**config.mk**
```make
export PLATFORM = sky130hd
export DESIGN_NAME = serial_digit_port
export DESIGN_NICKNAME = d
export VERILOG_FILES = /design/src/rtl/serial_digit_pkg.sv /design/src/rtl/sdp_ack_sync.sv /design/src/rtl/sdp_keypad_lut.sv /design/src/rtl/sdp_shift_seq.sv /design/src/rtl/serial_digit_port.sv
export SDC_FILE = /design/constraint.sdc
export NUM_CORES = 1
export LEC_CHECK = 0
export ABC_CLOCK_PERIOD_IN_PS = 2500
export BUFFER_PORTS_ARGS = -buffer_cell sky130_fd_sc_hd__buf_2
export CORE_UTILIZATION = 40
export CTS_CLUSTER_SIZE = 28
export DETAILED_ROUTE_END_ITERATION = 8
export GPL_TIMING_DRIVEN = 0
export HOLD_SLACK_MARGIN = 0.15
export PLACE_DENSITY_LB_ADDON = 0.05
export SLEW_MARGIN = 40
export SYNTH_ARGS = -nofsm -noshare
export SYNTH_HDL_FRONTEND = slang
export SYNTH_SLANG_ARGS = --single-unit
```
**constraint.sdc**
```tcl
create_clock -name clk -period 2.5 [get_ports clk]
set_clock_uncertainty 0.15 [all_clocks]
set_input_delay 0.25 -clock clk [delete_from_list [all_inputs] [get_ports clk]]
set_output_delay 0.25 -clock clk [all_outputs]
set_load 0.01 [all_outputs]
```
**src/rtl/serial_digit_pkg.sv**
```systemverilog
package serial_digit_pkg;
   localparam int unsigned DIGIT_BITS = 4;
   localparam int unsigned INDEX_BITS = 2;
   localparam int unsigned MIN_SYNC   = 2;
   typedef logic [DIGIT_BITS-1:0] digit_code_t;
endpackage

```
**src/rtl/sdp_ack_sync.sv**
```systemverilog
module sdp_ack_sync #(
   parameter int unsigned STAGES = 2
) (
   input  logic clk,
   input  logic rst_n,
   input  logic ack_async,
   output logic rise_o,
   output logic fall_o
);
   localparam int unsigned LAST = STAGES - 1;

   if (STAGES < serial_digit_pkg::MIN_SYNC) begin : g_bad_stages
      $error("sdp_ack_sync: STAGES must be at least 2");
   end

   logic [STAGES-1:0] chain_q;
   logic              prev_q;

   always_ff @(posedge clk or negedge rst_n) begin
      if (!rst_n) chain_q[0] <= 1'b0;
      else        chain_q[0] <= ack_async;
   end

   for (genvar s = 1; s < STAGES; s++) begin : g_stage
      always_ff @(posedge clk or negedge rst_n) begin
         if (!rst_n) chain_q[s] <= 1'b0;
         else        chain_q[s] <= chain_q[s-1];
      end
   end

   always_ff @(posedge clk or negedge rst_n) begin
      if (!rst_n) prev_q <= 1'b0;
      else        prev_q <= chain_q[LAST];
   end

   assign rise_o = chain_q[LAST] & ~prev_q;
   assign fall_o = ~chain_q[LAST] & prev_q;
endmodule

```
**src/rtl/sdp_keypad_lut.sv**
```systemverilog
module sdp_keypad_lut #(
   parameter int unsigned IDX_W  = 2,
   parameter int unsigned CODE_W = 4
) (
   input  logic [IDX_W-1:0]  row_i,
   input  logic [IDX_W-1:0]  col_i,
   output logic [CODE_W-1:0] code_o
);
   if (IDX_W != serial_digit_pkg::INDEX_BITS) begin : g_bad_idx
      $error("sdp_keypad_lut: IDX_W must be 2");
   end
   if (CODE_W != serial_digit_pkg::DIGIT_BITS) begin : g_bad_code
      $error("sdp_keypad_lut: CODE_W must be 4");
   end

   localparam logic [IDX_W-1:0] EDGE_IDX = '1;
   localparam logic [CODE_W-1:0] CODE_STAR = CODE_W'(11);
   localparam logic [CODE_W-1:0] CODE_ZERO = CODE_W'(10);
   localparam logic [CODE_W-1:0] CODE_HASH = CODE_W'(12);
   localparam logic [CODE_W-1:0] CODE_LTR  = CODE_W'(13);

   logic [CODE_W-1:0] row_w, col_w;

   always_comb begin
      row_w = CODE_W'(row_i);
      col_w = CODE_W'(col_i);
      if (col_i == EDGE_IDX) begin
         if (row_i == EDGE_IDX) code_o = '0;
         else                   code_o = CODE_LTR + row_w;
      end else if (row_i == EDGE_IDX) begin
         case (col_i)
            2'd0:    code_o = CODE_STAR;
            2'd1:    code_o = CODE_ZERO;
            default: code_o = CODE_HASH;
         endcase
      end else begin
         code_o = (row_w << 1) + row_w + col_w + CODE_W'(1);
      end
   end
endmodule

```
**src/rtl/sdp_shift_seq.sv**
```systemverilog
module sdp_shift_seq #(
   parameter int unsigned CODE_W = 4,
   localparam int unsigned CNT_W = $clog2(CODE_W + 1)
) (
   input  logic              clk,
   input  logic              rst_n,
   input  logic              rise_i,
   input  logic              fall_i,
   input  logic              steer_i,
   input  logic [CODE_W-1:0] code_i,
   output logic              win_o,
   output logic              bit_o,
   output logic [CNT_W-1:0]  cnt_o,
   output logic              armed_o
);
   localparam logic [CNT_W-1:0] LAST_CNT = CNT_W'(CODE_W);

   logic              win_q, bit_q, armed_q;
   logic [CNT_W-1:0]  cnt_q;
   logic [CODE_W-1:0] shreg_q;
   logic              start_w, step_w, close_w;

   assign start_w = !win_q && rise_i && steer_i && armed_q;
   assign step_w  = win_q && rise_i && (cnt_q < LAST_CNT);
   assign close_w = win_q && fall_i && (cnt_q == LAST_CNT);

   always_ff @(posedge clk or negedge rst_n) begin
      if (!rst_n) begin
         win_q   <= 1'b0;
         bit_q   <= 1'b0;
         armed_q <= 1'b1;
         cnt_q   <= '0;
         shreg_q <= '0;
      end else begin
         if (!steer_i) armed_q <= 1'b1;
         if (start_w) begin
            win_q   <= 1'b1;
            cnt_q   <= CNT_W'(1);
            bit_q   <= code_i[0];
            shreg_q <= code_i >> 1;
            armed_q <= 1'b0;
         end else if (step_w) begin
            bit_q   <= shreg_q[0];
            shreg_q <= shreg_q >> 1;
            cnt_q   <= cnt_q + 1'b1;
         end else if (close_w) begin
            win_q <= 1'b0;
            cnt_q <= '0;
         end
      end
   end

   assign win_o   = win_q;
   assign bit_o   = bit_q;
   assign cnt_o   = cnt_q;
   assign armed_o = armed_q;
endmodule

```
**src/rtl/serial_digit_port.sv**
```systemverilog
module serial_digit_port #(
   parameter int unsigned CODE_W      = serial_digit_pkg::DIGIT_BITS,
   parameter int unsigned IDX_W       = serial_digit_pkg::INDEX_BITS,
   parameter int unsigned SYNC_STAGES = 2
) (
   input  logic              clk,
   input  logic              rst_n,
   input  logic [IDX_W-1:0]  tone_row,
   input  logic [IDX_W-1:0]  tone_col,
   input  logic              steer_valid,
   input  logic              energy_det,
   input  logic              ack_in,
   output logic [CODE_W-1:0] key_code,
   output logic              sd_pin
);
   localparam int unsigned CNT_W = $clog2(CODE_W + 1);

   logic             ack_rise, ack_fall;
   logic             rd_win, rd_bit, rd_armed;
   logic [CNT_W-1:0] rd_cnt;

   sdp_keypad_lut #(.IDX_W(IDX_W), .CODE_W(CODE_W)) u_lut (
      .row_i  (tone_row),
      .col_i  (tone_col),
      .code_o (key_code)
   );

   sdp_ack_sync #(.STAGES(SYNC_STAGES)) u_sync (
      .clk       (clk),
      .rst_n     (rst_n),
      .ack_async (ack_in),
      .rise_o    (ack_rise),
      .fall_o    (ack_fall)
   );

   sdp_shift_seq #(.CODE_W(CODE_W)) u_seq (
      .clk     (clk),
      .rst_n   (rst_n),
      .rise_i  (ack_rise),
      .fall_i  (ack_fall),
      .steer_i (steer_valid),
      .code_i  (key_code),
      .win_o   (rd_win),
      .bit_o   (rd_bit),
      .cnt_o   (rd_cnt),
      .armed_o (rd_armed)
   );

   assign sd_pin = rd_win ? rd_bit : energy_det;
endmodule

```
* Yosys cells after proc, flatten, opt, wreduce, memory -nomap -nowiden *
Index checks and enable logic that the tools add are counted.

operators by class
  $add $sub $neg = 5
  multipliers = 0
  div/mod/pow operators = 0
  order comparisons = 1
  eq/ne operators = 6
  shift operators = 0
  muxes and demuxes = 17
  bitwise operators = 4
  reductions and logical operators = 13

operator list
  kind                                                                     number
  4-bit two-way mux                                                        5
  3-bit two-way mux                                                        3
  1-bit two-way mux                                                        8
  1-bit logical AND                                                        7
  3-bit one-hot mux with 2 select lines                                    1
  3-bit by 2-bit adder with 4-bit output                                   1
  3-bit by 3-bit adder with 4-bit output, first input constant             1
  4-bit by 1-bit adder with 4-bit output, second input constant            1
  4-bit by 2-bit adder with 4-bit output                                   1
  2-bit equality test, second input constant                               2
  2-bit by 1-bit inequality test with 1-bit output, second input constant  2
  2-bit nonzero test                                                       2
  3-bit by 1-bit adder with 3-bit output, second input constant            1
  3-bit equality test, second input constant                               1
  3-bit less-than comparator, second input constant                        1
  3-bit nonzero test                                                       1
  1-bit bitwise AND                                                        2
  2-bit by 1-bit equality test with 1-bit output, second input constant    1
  2-bit zero test                                                          1
  1-bit inverter                                                           2
  2-bit AND reduction                                                      1
  1-bit zero test                                                          1

storage, ports and cells
  register bits = 13
  latch bits = 0
  memory bits (writable) = 0
  memory bits (read-only) = 0
  input bits = 9
  output and inout bits = 5
  word-level logic and storage cells = 54
  memories kept = 0

* Depth between registers and ports, before layout *
Gate-level depths: netlist (run 1).

  depth in word-level cells = 7
  depth in mapped cells = 8
  gate-level depth less buffers = 8

* By module *
From an unflattened synthesis (run 1), not the netlist that was laid out.

second synthesis, totals
  cells, all modules = 70
  area total of the unflattened synthesis = 754.5 µm²

modules (own cells, without submodules)
  module             instances  cells an instance  area an instance (µm²)  seq. area each (µm²)
  sdp_shift_seq      1          40                 436.7                   226.5
  sdp_keypad_lut     1          24                 212.7                   0.0
  sdp_ack_sync       1          5                  90.1                    75.1
  serial_digit_port  1          1                  15.0                    0.0

* Least setup slack after synthesis (run 1) *
No wires, ideal clock.

  path kind = input to register
  start point = in tone_row[0]
  end point = reg u_seq.shreg_q[1]
  setup time = 0.126 ns
  arrival time = 1.917 ns
  required time = 2.224 ns
  slack = 0.307 ns
  stages = 6
  buffers on the path = 0
  path through = fa_1 > ha_1 > fa_1 > a21oi_1 > o22ai_1 > a221o_1

on the way
  longest elaborated chain between the ends = 6
  elaborated cells on any way between the ends = 9
  classes of those cells = add/sub (4); eq/ne (1); mux (4)

ends and longest elaborated chain
  element                                 line                     source
  start: declaration                      serial_digit_port.sv:8   input logic [IDX_W-1:0] tone_row,
  3-bit by 2-bit adder with 4-bit output  sdp_keypad_lut.sv:37     code_o = (row_w << 1) + row_w + col_w + CODE_W'(1);
  4-bit by 2-bit adder with 4-bit output  sdp_keypad_lut.sv:37
  4-bit by 1-bit adder with 4-bit output  sdp_keypad_lut.sv:37
  4-bit two-way mux                       sdp_keypad_lut.sv:30     end else if (row_i == EDGE_IDX) begin
  4-bit two-way mux (*)                   sdp_keypad_lut.sv:27     if (col_i == EDGE_IDX) begin
  via key_code[2]                         serial_digit_port.sv:13  output logic [CODE_W-1:0] key_code,
  4-bit two-way mux (*)                   sdp_shift_seq.sv:36      if (start_w) begin
  end signal: assignment                  sdp_shift_seq.sv:40      shreg_q <= code_i >> 1;
  end signal: assignment                  sdp_shift_seq.sv:44      shreg_q <= shreg_q >> 1;
  end: declaration                        sdp_shift_seq.sv:20      logic [CODE_W-1:0] shreg_q;

Mark *: on every way through the listed nets, which the timed path passes. The rest lies on a longest branch.
A chain may end at the register's enable or synchronous reset.

* Worst setup path in the final report (run 1) *
  start point = in tone_row[0]
  end point = out key_code[2]

on the way
  longest elaborated chain between the ends = 5
  elaborated cells on any way between the ends = 8
  classes of those cells = add/sub (4); eq/ne (1); mux (3)

ends and longest elaborated chain
  element                                 line
  3-bit by 2-bit adder with 4-bit output  sdp_keypad_lut.sv:37
  4-bit by 2-bit adder with 4-bit output  sdp_keypad_lut.sv:37
  4-bit by 1-bit adder with 4-bit output  sdp_keypad_lut.sv:37
  4-bit two-way mux                       sdp_keypad_lut.sv:30
  4-bit two-way mux (*)                   sdp_keypad_lut.sv:27
  end: declaration                        serial_digit_port.sv:13

Mark *: on every way between the ends. The rest lies on a longest branch, timed or not.

==> results of run 1 <==
[worst register-to-register path, cell delays in order, from the launching register on]
cell and delay [ps]:
dfrtp_1 440, or3b_1 380, buf_6 140, or2_4 270, mux2_4 300
[power by group through the flow]
stage	Combinational, mW	Clock (mW)	Sequential (mW)
finish	0.237	0.151	0.295
global route	0.271	0.166	0.304
CTS	0.240	0.160	0.294
detailed placement	0.234	0	0.298
global placement	0.233	0	0.295
floorplan	0.180	0	0.286
[metrics by stage]
| stage | instance area [um2] | cells | total power [mW] |
|---|---|---|---|
| 2_1_floorplan | 744.5 | 68 | 0.4657 |
| 3_3_place_gp | 840.8 | 106 | 0.5280 |
| 3_5_place_dp | 840.8 | 106 | 0.5324 |
| 4_1_cts | 907.1 | 113 | 0.6946 |
| 5_1_grt | 907.1 | 113 | 0.7414 |
| 6_report | 907.1 | 113 | 0.6830 |
[synth_stat cells]
cell type | number | area share (%)
a221o_1 | 3 | 4.0
ha_1 | 5 | 8.4
nor3_1 | 1 | 0.67
o211ai_1 | 2 | 2.0
a32o_1 | 2 | 2.7
dfrtp_1 | 11 | 37
dfstp_2 | 1 | 3.5
nor2b_1 | 1 | 0.84
a31o_2 | 1 | 1.2
a211oi_1 | 2 | 2.0
nor2_1 | 2 | 1.0
and2b_1 | 1 | 1.0
clkbuf_1 | 3 | 1.5
o21ai_0 | 1 | 0.67
and2_1 | 2 | 1.7
inv_1 | 6 | 3.0
nor4bb_1 | 2 | 2.7
mux2_2 | 1 | 1.5
or3b_1 | 1 | 1.2
o22ai_1 | 2 | 1.7
fa_1 | 2 | 5.4
buf_6 | 1 | 1.5
mux2i_1 | 1 | 1.3
or2_4 | 1 | 1.2
a21oi_1 | 2 | 1.3
mux2_4 | 1 | 2.0
nand4bb_1 | 1 | 1.5
o211a_1 | 2 | 2.7
a211o_2 | 1 | 1.3
nand2_1 | 5 | 2.5
nand4_1 | 1 | 0.84
[final cells by class]
type	instances	area (um2)	area share [%]
timing repair buffer	16	95.09	10.48
sequential	12	301.5	33.24
tap	25	31.28	3.448
clock buffer	4	36.28	4.000
buffer	4	22.52	2.483
multi-input combinational	46	397.9	43.86
inverter	6	22.52	2.483
[routing by layer]
layer  track usage (%)  vias to the layer above
met4             3.636                        0
met1             25.25                      259
li1                  -                      292
met2             22.32                       10
met3             7.200                        2
met5                 0                        -
[flip-flops by register name, indices dropped and copies added, names as in the netlist]
register	cells
u_sync.prev_q	1
u_seq.bit_o	1
u_seq.win_o	1
u_sync.chain_q	2
u_seq.armed_o	1
u_seq.cnt_o	3
u_seq.shreg_q	3
[cells by family (layout without fill, tap and decap cells)]
group / after synthesis / in the layout / synth area share (%)
buffers and inverters: 10 / 30 / 6.050
AO/OA/AOI/OAI: 18 / 18 / 19.66
AND/OR/NAND/NOR: 18 / 18 / 15.13
multiplexers: 3 / 3 / 4.873
flip-flops: 12 / 12 / 40.50
adder cells (fa/ha/maj): 7 / 7 / 13.78
[timing repair]
action	CTS	global route
setup buffers	0	0
hold endpoints to repair	14	0
hold buffers	3	0
[path summary, 6_finish.rpt]
kind                       slack, ps              start           endpoint
max                              110        tone_row[0]        key_code[2]
min                              210  u_sync.chain_q[0]  u_sync.chain_q[1]
max reg2reg                      700        u_seq.win_o   u_seq.shreg_q[2]
min reg2reg                      210  u_sync.chain_q[0]  u_sync.chain_q[1]
max in group asynchronous       1700              rst_n      u_seq.armed_o
min in group asynchronous        220              rst_n   u_seq.shreg_q[0]
[layout by cell type, fill, tap and decap left out, types with 2 or more instances in the layout]
| cell | count |
|---|---|
| o22ai_1 | 2 |
| clkbuf_1 | 3 |
| inv_1 | 6 |
| dfrtp_1 | 11 |
| o211ai_1 | 2 |
| buf_2 | 13 |
| nor2_1 | 2 |
| and2_1 | 2 |
| a32o_1 | 2 |
| o211a_1 | 2 |
| a221o_1 | 3 |
| dlygate4sd3_1 | 3 |
| a211oi_1 | 2 |
| a21oi_1 | 2 |
| nor4bb_1 | 2 |
| clkbuf_4 | 3 |
| fa_1 | 2 |
| nand2_1 | 5 |
| ha_1 | 5 |
==> run metrics, run 1 <==
status=completed; Antenna diodes=0; Final Hold Viols=0; core area=1727 um2; Clock Pin Slew Worst Setup and Hold Paths=~70 ps; I/O Buffers=13; top achievable clock speed=0.4179 GHz; peak supply drop=about 0.50 mV; total CTS buffers=3; Largest stage delay, worst path=490 ps; Pwr Density=752.9 nW/um2; first-pass GRT wire length=2380 um; Gate power share=between 30% and 40%; PostCTS Resize Cnt=0; mean post-synth cell area=10.95 um2; Worst Path Arrival=1990 ps; Bufs and invs on worst path=2; initial antenna violation count=0; Nets=105; Psw=0.2122 mW; Gate Count Post-Synth=68; Final Cycle Share=around 96%; CTS tree=yes; final setup fails=0; Rel. slew slack=75.33%; Fin Hold WS=211.5 ps; fraction of layout cells with a size suffix above 1=27.27%; Mapped Area=~740 um2; post-place setup slack=~120 ps; vias in the first global route=approximately 540; RSZ-0062 raised after global routing=no; total track usage=16.88%; worst-path cell chain=buf_2, fa_1, ha_1, fa_1, a21oi_1, o22ai_1, buf_2; cell depth of the worst flop-to-flop path=4; CP startpoint kind=input pin; Via Count=~560; Area Growth Syn to Fin=21.85%; max-cap violations=0; met3 routed WL=62 um; Pint=0.4708 mW; Die ar.=between 2000 and 2500 um2; Ports=14; Largest delay share family, worst path=adder cells; Detail Route Antenna Nets=0; Initial Util=43.12%; Die Ht=45.14 um; Routed met1 length=between 700 and 800 um; Worst Path Required=2100 ps; WP depth=7; critical-path maximum fanout=4; slowest CP cell=fa_1; clock tree sinks=12; residual DRC count=0; fin crit period=2393 ps; Post-Route WL=1387 um; met2 WL=~560 um; YS warnings=0; register area share after synthesis=40.50%; Reg power frac=43.2%; Crit Path Class=in -> out; DIE WIDTH=~45 um; remaining global-route overflow=0; switch share=between 30% and 40%; Starting DRT DRC Count=8; First-pass DRT Iterations=4; num rows=15; Synth Register Bits=12; fin util=about 53%; PnR worst setup slack=107.1 ps; H-tree levels=1; WL per Instance=12.27 um; Final Wtd Congestion=about 0.7; clock share of power=22.1%; fill cell count=roughly 180; Lkg Pwr=0.4400 nW; Vias/cell=about 5; Hold Path Stages=0; Slew Viols, Final=0; Worst-Margin Slew=370.1 ps; highest metal used=met4; largest net degree at the start of global routing=13; Clk Latency, worst-skew pair=270 ps; distinct cell type count after synthesis=31; CP Capture Type=primary output; Clock Path Buffers=2; Setup TNS Final=0 ps; Clock Tree Root=clkbuf_4; syn nets=84; DP Wirelength=1026 um; Hold Crit Class=reg -> reg
(Power assumes the default switching activity.)
==> run 2: changes to the inputs <==
==> constraint.sdc (replaced) <==
create_clock -name clk -period 2.5 [get_ports clk]
set_clock_uncertainty 0.15 [all_clocks]
set_input_delay 0.125 -clock clk [delete_from_list [all_inputs] [get_ports clk]]
set_output_delay 0.125 -clock clk [all_outputs]
set_load 0.01 [all_outputs]
==> run 2 against run 1 <==
Compared with the run above:
- largest power group unchanged
- via count grew 0.89%
- worst hold slack lost 35 ps
- register-to-register slack is essentially flat
- largest cell class unchanged
==> run metrics, run 2 (synthesized netlist as in run 1, its figures left out) <==
cell depth of the worst flop-to-flop path=4 (unchanged); largest net degree at the start of global routing=12 (-1); DP Wirelength=1026 um (unchanged); Worst Path Required=2230 ps (+130 ps); Final Hold Viols=0 (unchanged); num rows=15 (unchanged); CP startpoint kind=input pin; initial antenna violation count=0 (unchanged); Starting DRT DRC Count=8 (unchanged); final setup fails=0 (unchanged); DIE WIDTH=45.14 um (unchanged); Clock Pin Slew Worst Setup and Hold Paths=70 ps (about the same); Pwr Density=746.2 nW/um2 (-0.89%); residual DRC count=0 (unchanged); Clk Latency, worst-skew pair=270 ps (about the same); top achievable clock speed=0.4667 GHz (+12%); Area Growth Syn to Fin=23.19%; Nets=106 (+0.95%); Worst-Margin Slew=509.2 ps (+139.1 ps); Ports=14 (unchanged); I/O Buffers=13 (unchanged); H-tree levels=1 (unchanged); first-pass GRT wire length=2428 um (+2.0%); peak supply drop=0.4987 mV (about the same); placed instance area=840.8 um2 (unchanged); Rel. slew slack=65.94% (-9.4 points); Hold Crit Class=in -> async; Worst Path Arrival=1870 ps (-120 ps); Lkg Pwr=0.4441 nW (+0.95%); remaining global-route overflow=0 (unchanged); reg-to-reg startpoint=u_seq.win_o; Final Wtd Congestion=0.7167 (unchanged); First-pass DRT Iterations=4 (unchanged); Antenna diodes=0 (unchanged); vias in the first global route=548 (+2.4%); Crit Path Class=in -> out; Reg-to-Reg End=u_seq.shreg_q[2]; total track usage=17.13% (+0.25 points); Reg2Reg Setup Slack=710 ps (about the same); most frequent cells in the layout=13 x buf_2, 11 x dfrtp_1, 6 x inv_1; Via Count=568 (+0.89%); Final Cycle Share=85.72% (-10 points); CTS tree=yes; fill cell count=175 (-0.57%); Die ar.=2038 um2 (unchanged); fin crit period=2143 ps (-250.0 ps); core area=1727 um2 (unchanged); Vias/cell=4.982 (about the same); status=completed; WL per Instance=12.29 um (+0.12%); critical-path maximum fanout=4 (unchanged); Post-Route WL=1401 um (+1.0%); fraction of layout cells with a size suffix above 1=26.97% (-0.31 points); CP Capture Type=primary output; Slew Viols, Final=0 (unchanged); Setup TNS Final=0 ps (unchanged); Die Ht=45.14 um (unchanged); Detail Route Antenna Nets=0 (unchanged); RSZ-0062 raised after global routing=no; Clock Tree Root=clkbuf_4; most common cell after layout, fill and taps aside=buf_2; total CTS buffers=3 (unchanged); fin area=917.1 um2 (+1.1%); PostCTS Resize Cnt=0 (unchanged); clock tree sinks=12 (unchanged); Initial Util=43.12% (unchanged); Clock Path Buffers=2 (unchanged); max-cap violations=0 (unchanged)
==> run 2: cell count changes in the layout (fill, tap and decap cells not counted), sizes merged <==
cell and change:
dlygate4sd3 +1
==> run 2: power breakdown <==
group          switching [mW]  internal, mW  total [mW]  leakage [nW]
logic                   0.106         0.133       0.239         0.277
clock network          0.0626        0.0885       0.151        0.0210
registers              0.0439         0.251       0.295         0.147
==> run 2: area by class of cell <==
type	instances	area, um2	share of cell area [%]
multi-input combinational	46	397.9	43.38
sequential	12	301.5	32.88
timing repair buffer	17	105.1	11.46
clock buffer	4	36.28	3.956
tap	25	31.28	3.411
buffer	4	22.52	2.456
inverter	6	22.52	2.456
==> run 2: critical path, cell delays in order <==
cell and delay (ps):
buf_2 130, fa_1 480, ha_1 230, fa_1 490, a21oi_1 40, o22ai_1 200, buf_2 170
==> run 2: how the worst max path moves through the flow <==
| stage | to | from | slack, ps | depth (start not counted) |
|---|---|---|---|---|
| floorplan | u_seq.shreg_q[1] | tone_row[0] | 430 | 6 |
| global placement | u_seq.shreg_q[1] | tone_row[0] | 280 | 7 |
| detailed placement | u_seq.shreg_q[1] | tone_row[0] | 280 | 7 |
| CTS | key_code[2] | tone_row[0] | 350 | 7 |
| global route | key_code[2] | tone_row[0] | 290 | 7 |
| finish | key_code[2] | tone_row[0] | 360 | 7 |
==> run 2: layer usage <==
layer / track usage, % / share of wire (%)
met5: 0 / 0
met3: 7.200 / 4.6
met2: 23.48 / 40
met1: 25.00 / 54
met4: 3.636 / 0.64
==> run 2: what timing repair did <==
item                      CTS  global route
hold endpoints to repair   14             0
buffers inserted            0             0
hold buffers                4             0
==> run 2: through the flow <==
stage	power (mW)	hold WS [ps]	setup slack, ps	std cells	utilization (%)
floorplan	0.4657	-320.6	431.6	68	-
global placement	0.5280	-132.7	284.7	106	48.70
detailed placement	0.5324	-129.4	275.9	106	48.70
CTS	0.6958	167.7	348.8	114	53.12
global route	0.7428	182.0	292.6	114	53.12
finish	0.6843	176.7	357.1	114	53.12
==> run 3: changes to the inputs <==
--- a/config.mk
+++ b/config.mk
@@ -16,4 +16,5 @@
 export SLEW_MARGIN = 40
 export SYNTH_ARGS = -nofsm -noshare
 export SYNTH_HDL_FRONTEND = slang
+export SYNTH_HIERARCHICAL = 1
 export SYNTH_SLANG_ARGS = --single-unit
==> run 3 against run 2 <==
Compared with the run above:
- global-route usage down 1.8 points
- total power grew 4.1%
- register-to-register slack better by 240 ps
- first-iteration DRC count rose to 2.9 times the previous value
- via count fell by 0.53%
- die area rose by 1.3%
- non-clock buffer count did not move
- final area is 1.6% higher
- combinational power up 3%
- critical endpoint unchanged
- largest cell class unchanged
- highest routed layer is now met3
==> run metrics, run 3 <==
remaining global-route overflow=0 (unchanged); Worst Path Arrival=2110 ps (+240 ps); mux contribution to synthesized area=3.317% (-1.6 points); Area Growth Syn to Fin=23.55%; I/O Buffers=12 (-1); EDFF count, synth=0 (unchanged); Fin Hold WS=167.0 ps (-9.741 ps); YS warnings=6 (+6); Die Ht=45.43 um (+0.64%); final setup fails=0 (unchanged); Detail Route Antenna Nets=0 (unchanged); Worst Path Required=2230 ps (about the same); largest net degree at the start of global routing=12 (unchanged); WL per Instance=11.65 um (-5.2%); Setup TNS Final=0 ps (unchanged); Clock Tree Root=clkbuf_4; Rel. slew slack=67.06% (+1.1 points); Antenna diodes=0 (unchanged); setup repair bufs after CTS=0 (unchanged); critical-path maximum fanout=8 (+4); top achievable clock speed=0.4201 GHz (-10%); asr flop ratio synth=100.0% (unchanged); placed instance area=845.8 um2 (+0.60%); CTS tree=yes; Die ar.=2064 um2 (+1.3%); First-pass DRT Iterations=4 (unchanged); Post-synth top cells=11 x dfrtp_1, 6 x inv_1, 6 x nand2_1; vias in the first global route=492 (-10%); Final Cycle Share=95.21% (+9.5 points); Synth Area in Compound Gates=16.75% (-2.9 points); Yosys top cell area share=36.48% (-0.49 points); Crit Path Class=in -> out; Ports=14 (unchanged); count leader, synth=dfrtp_1; Clock Path Buffers=2 (unchanged); Synth Flop Type=dfrtp_1; Post-Route WL=1351 um (-3.6%); Final Wtd Congestion=0.7446 (+3.9%); max-cap violations=0 (unchanged); RSZ-0062 raised after global routing=no; num rows=15 (unchanged); Synth area leaders=dfrtp_1 36%, ha_1 8.3%, fa_1 5.3%, buf_6 4.5%, dfstp_2 3.5%; syn nets=86 (+2.4%); Starting DRT DRC Count=23 (+15); Via Count=565 (-0.53%); Hold Crit Class=in -> async; Gate Count Post-Synth=70 (+2.9%); Synth Area in XOR/XNOR=0% (unchanged); core area=1745 um2 (+1.1%); Mapped Area=754.5 um2 (+1.3%); most common cell after layout, fill and taps aside=buf_2; initial antenna violation count=0 (unchanged); fin area=932.1 um2 (+1.6%); most frequent cells in the layout=12 x buf_2, 11 x dfrtp_1, 6 x inv_1, 6 x nand2_1; status=completed; peak supply drop=0.4072 mV (-18%); main combinational cell family by area after synthesis=simple AND/OR/NAND/NOR gates; register area share after synthesis=39.97% (-0.54 points); PostCTS Resize Cnt=0 (unchanged); Final Hold Viols=0 (unchanged); Slew Viols, Final=0 (unchanged); H-tree levels=1 (unchanged); fraction of layout cells with a size suffix above 1=28.57% (+1.6 points); Pwr Density=764.1 nW/um2 (+2.4%); first-pass GRT wire length=2208 um (-9.1%); fin crit period=2380 ps (+237.3 ps); Reg2Reg Setup Slack=950 ps (+240 ps); CP startpoint kind=input pin; Synth Area in Adders=13.60% (-0.18 points); Lkg Pwr=0.4579 nW (+3.1%); Nets=108 (+1.9%); Worst-Margin Slew=492.5 ps (-16.72 ps); Synth Area in Simple Gates=16.92% (+1.8 points); clock tree sinks=12 (unchanged); Clk Latency, worst-skew pair=270 ps (about the same); CP Capture Type=primary output; DIE WIDTH=45.43 um (+0.64%); DP Wirelength=983.3 um (-4.1%); Synth Register Bits=12 (unchanged); mean post-synth cell area=10.78 um2 (-1.6%); total track usage=15.30% (-1.8 points); total CTS buffers=3 (unchanged); Initial Util=43.23% (+0.11 points); Clock Pin Slew Worst Setup and Hold Paths=80 ps (about the same); cell taking the most area after synthesis=dfrtp_1; residual DRC count=0 (unchanged); Vias/cell=4.871 (-2.2%); distinct cell type count after synthesis=34 (+9.7%)
## run 3: routing by layer
layer,up-vias,global-route usage (%),wire length [um]
met3,0,7.143,80
met1,256,23.10,747
met5,-,0,0
li1,294,-,-
met4,0,1.818,0
met2,15,20.29,523
## run 3: kinds of logic after synthesis
| logic type | Yosys count |
|---|---|
| and+or+nand+nor | 21 |
| DFF | 12 |
| AOI/OAI and AO/OA | 18 |
| buffers and inverters | 10 |
| muxes | 2 |
| adders and majority gates | 7 |
## run 3: worst paths after layout
check / from / endpoint / cells past startpoint
worst min-delay path: rst_n / u_seq/armed_o / 2
worst max-delay path: tone_col[0] / key_code[2] / 10
min in group clk: u_sync/chain_q[0] / u_sync/chain_q[1] / 0
worst min register to register: u_sync/chain_q[0] / u_sync/chain_q[1] / 0
worst max register to register: u_sync/chain_q[1] / u_seq/shreg_q[2] / 5
max in group asynchronous: rst_n / u_seq/cnt_o[1] / 3
## run 3: timing repair
item                                    4_1_cts  5_1_grt
endpoints found under the setup margin        0        1
hold buffers                                  5        0
hold endpoints to repair                     16        0
## run 3: cell type report
cell class                      instances  area [um2]
Fill cell                             173       813.3
Multi-Input combinational cell         48       381.6
Sequential cell                        12       301.5
Timing Repair Buffer                   17       110.1
Buffer                                  4       48.80
Clock buffer                            4       36.28
Tap cell                               25       31.28
Inverter                                6       22.52
## run 3: metrics by stage
step	utilization (%)	cells	total power, mW	worst slack (ps)
4_1_cts	53.41	116	0.7201	92.88
3_3_place_gp	48.46	107	0.5527	253.0
3_5_place_dp	48.46	107	0.5577	254.5
6_report	53.41	116	0.7122	119.8
5_1_grt	53.41	116	0.7689	3.430
2_1_floorplan	-	70	0.4876	397.6
## run 3: power by group
group | switching, mW | internal (mW)
registers | 0.0543 | 0.261
clock network | 0.0644 | 0.0885
logic | 0.109 | 0.136
## run 3: critical path, cell delays in order
cell and delay (ps):
dlygate4sd3_1 550, buf_6 140, inv_1 70, ha_1 140, inv_1 50, ha_1 190, fa_1 480, a21oi_1 40
o22ai_1 150, buf_2 170
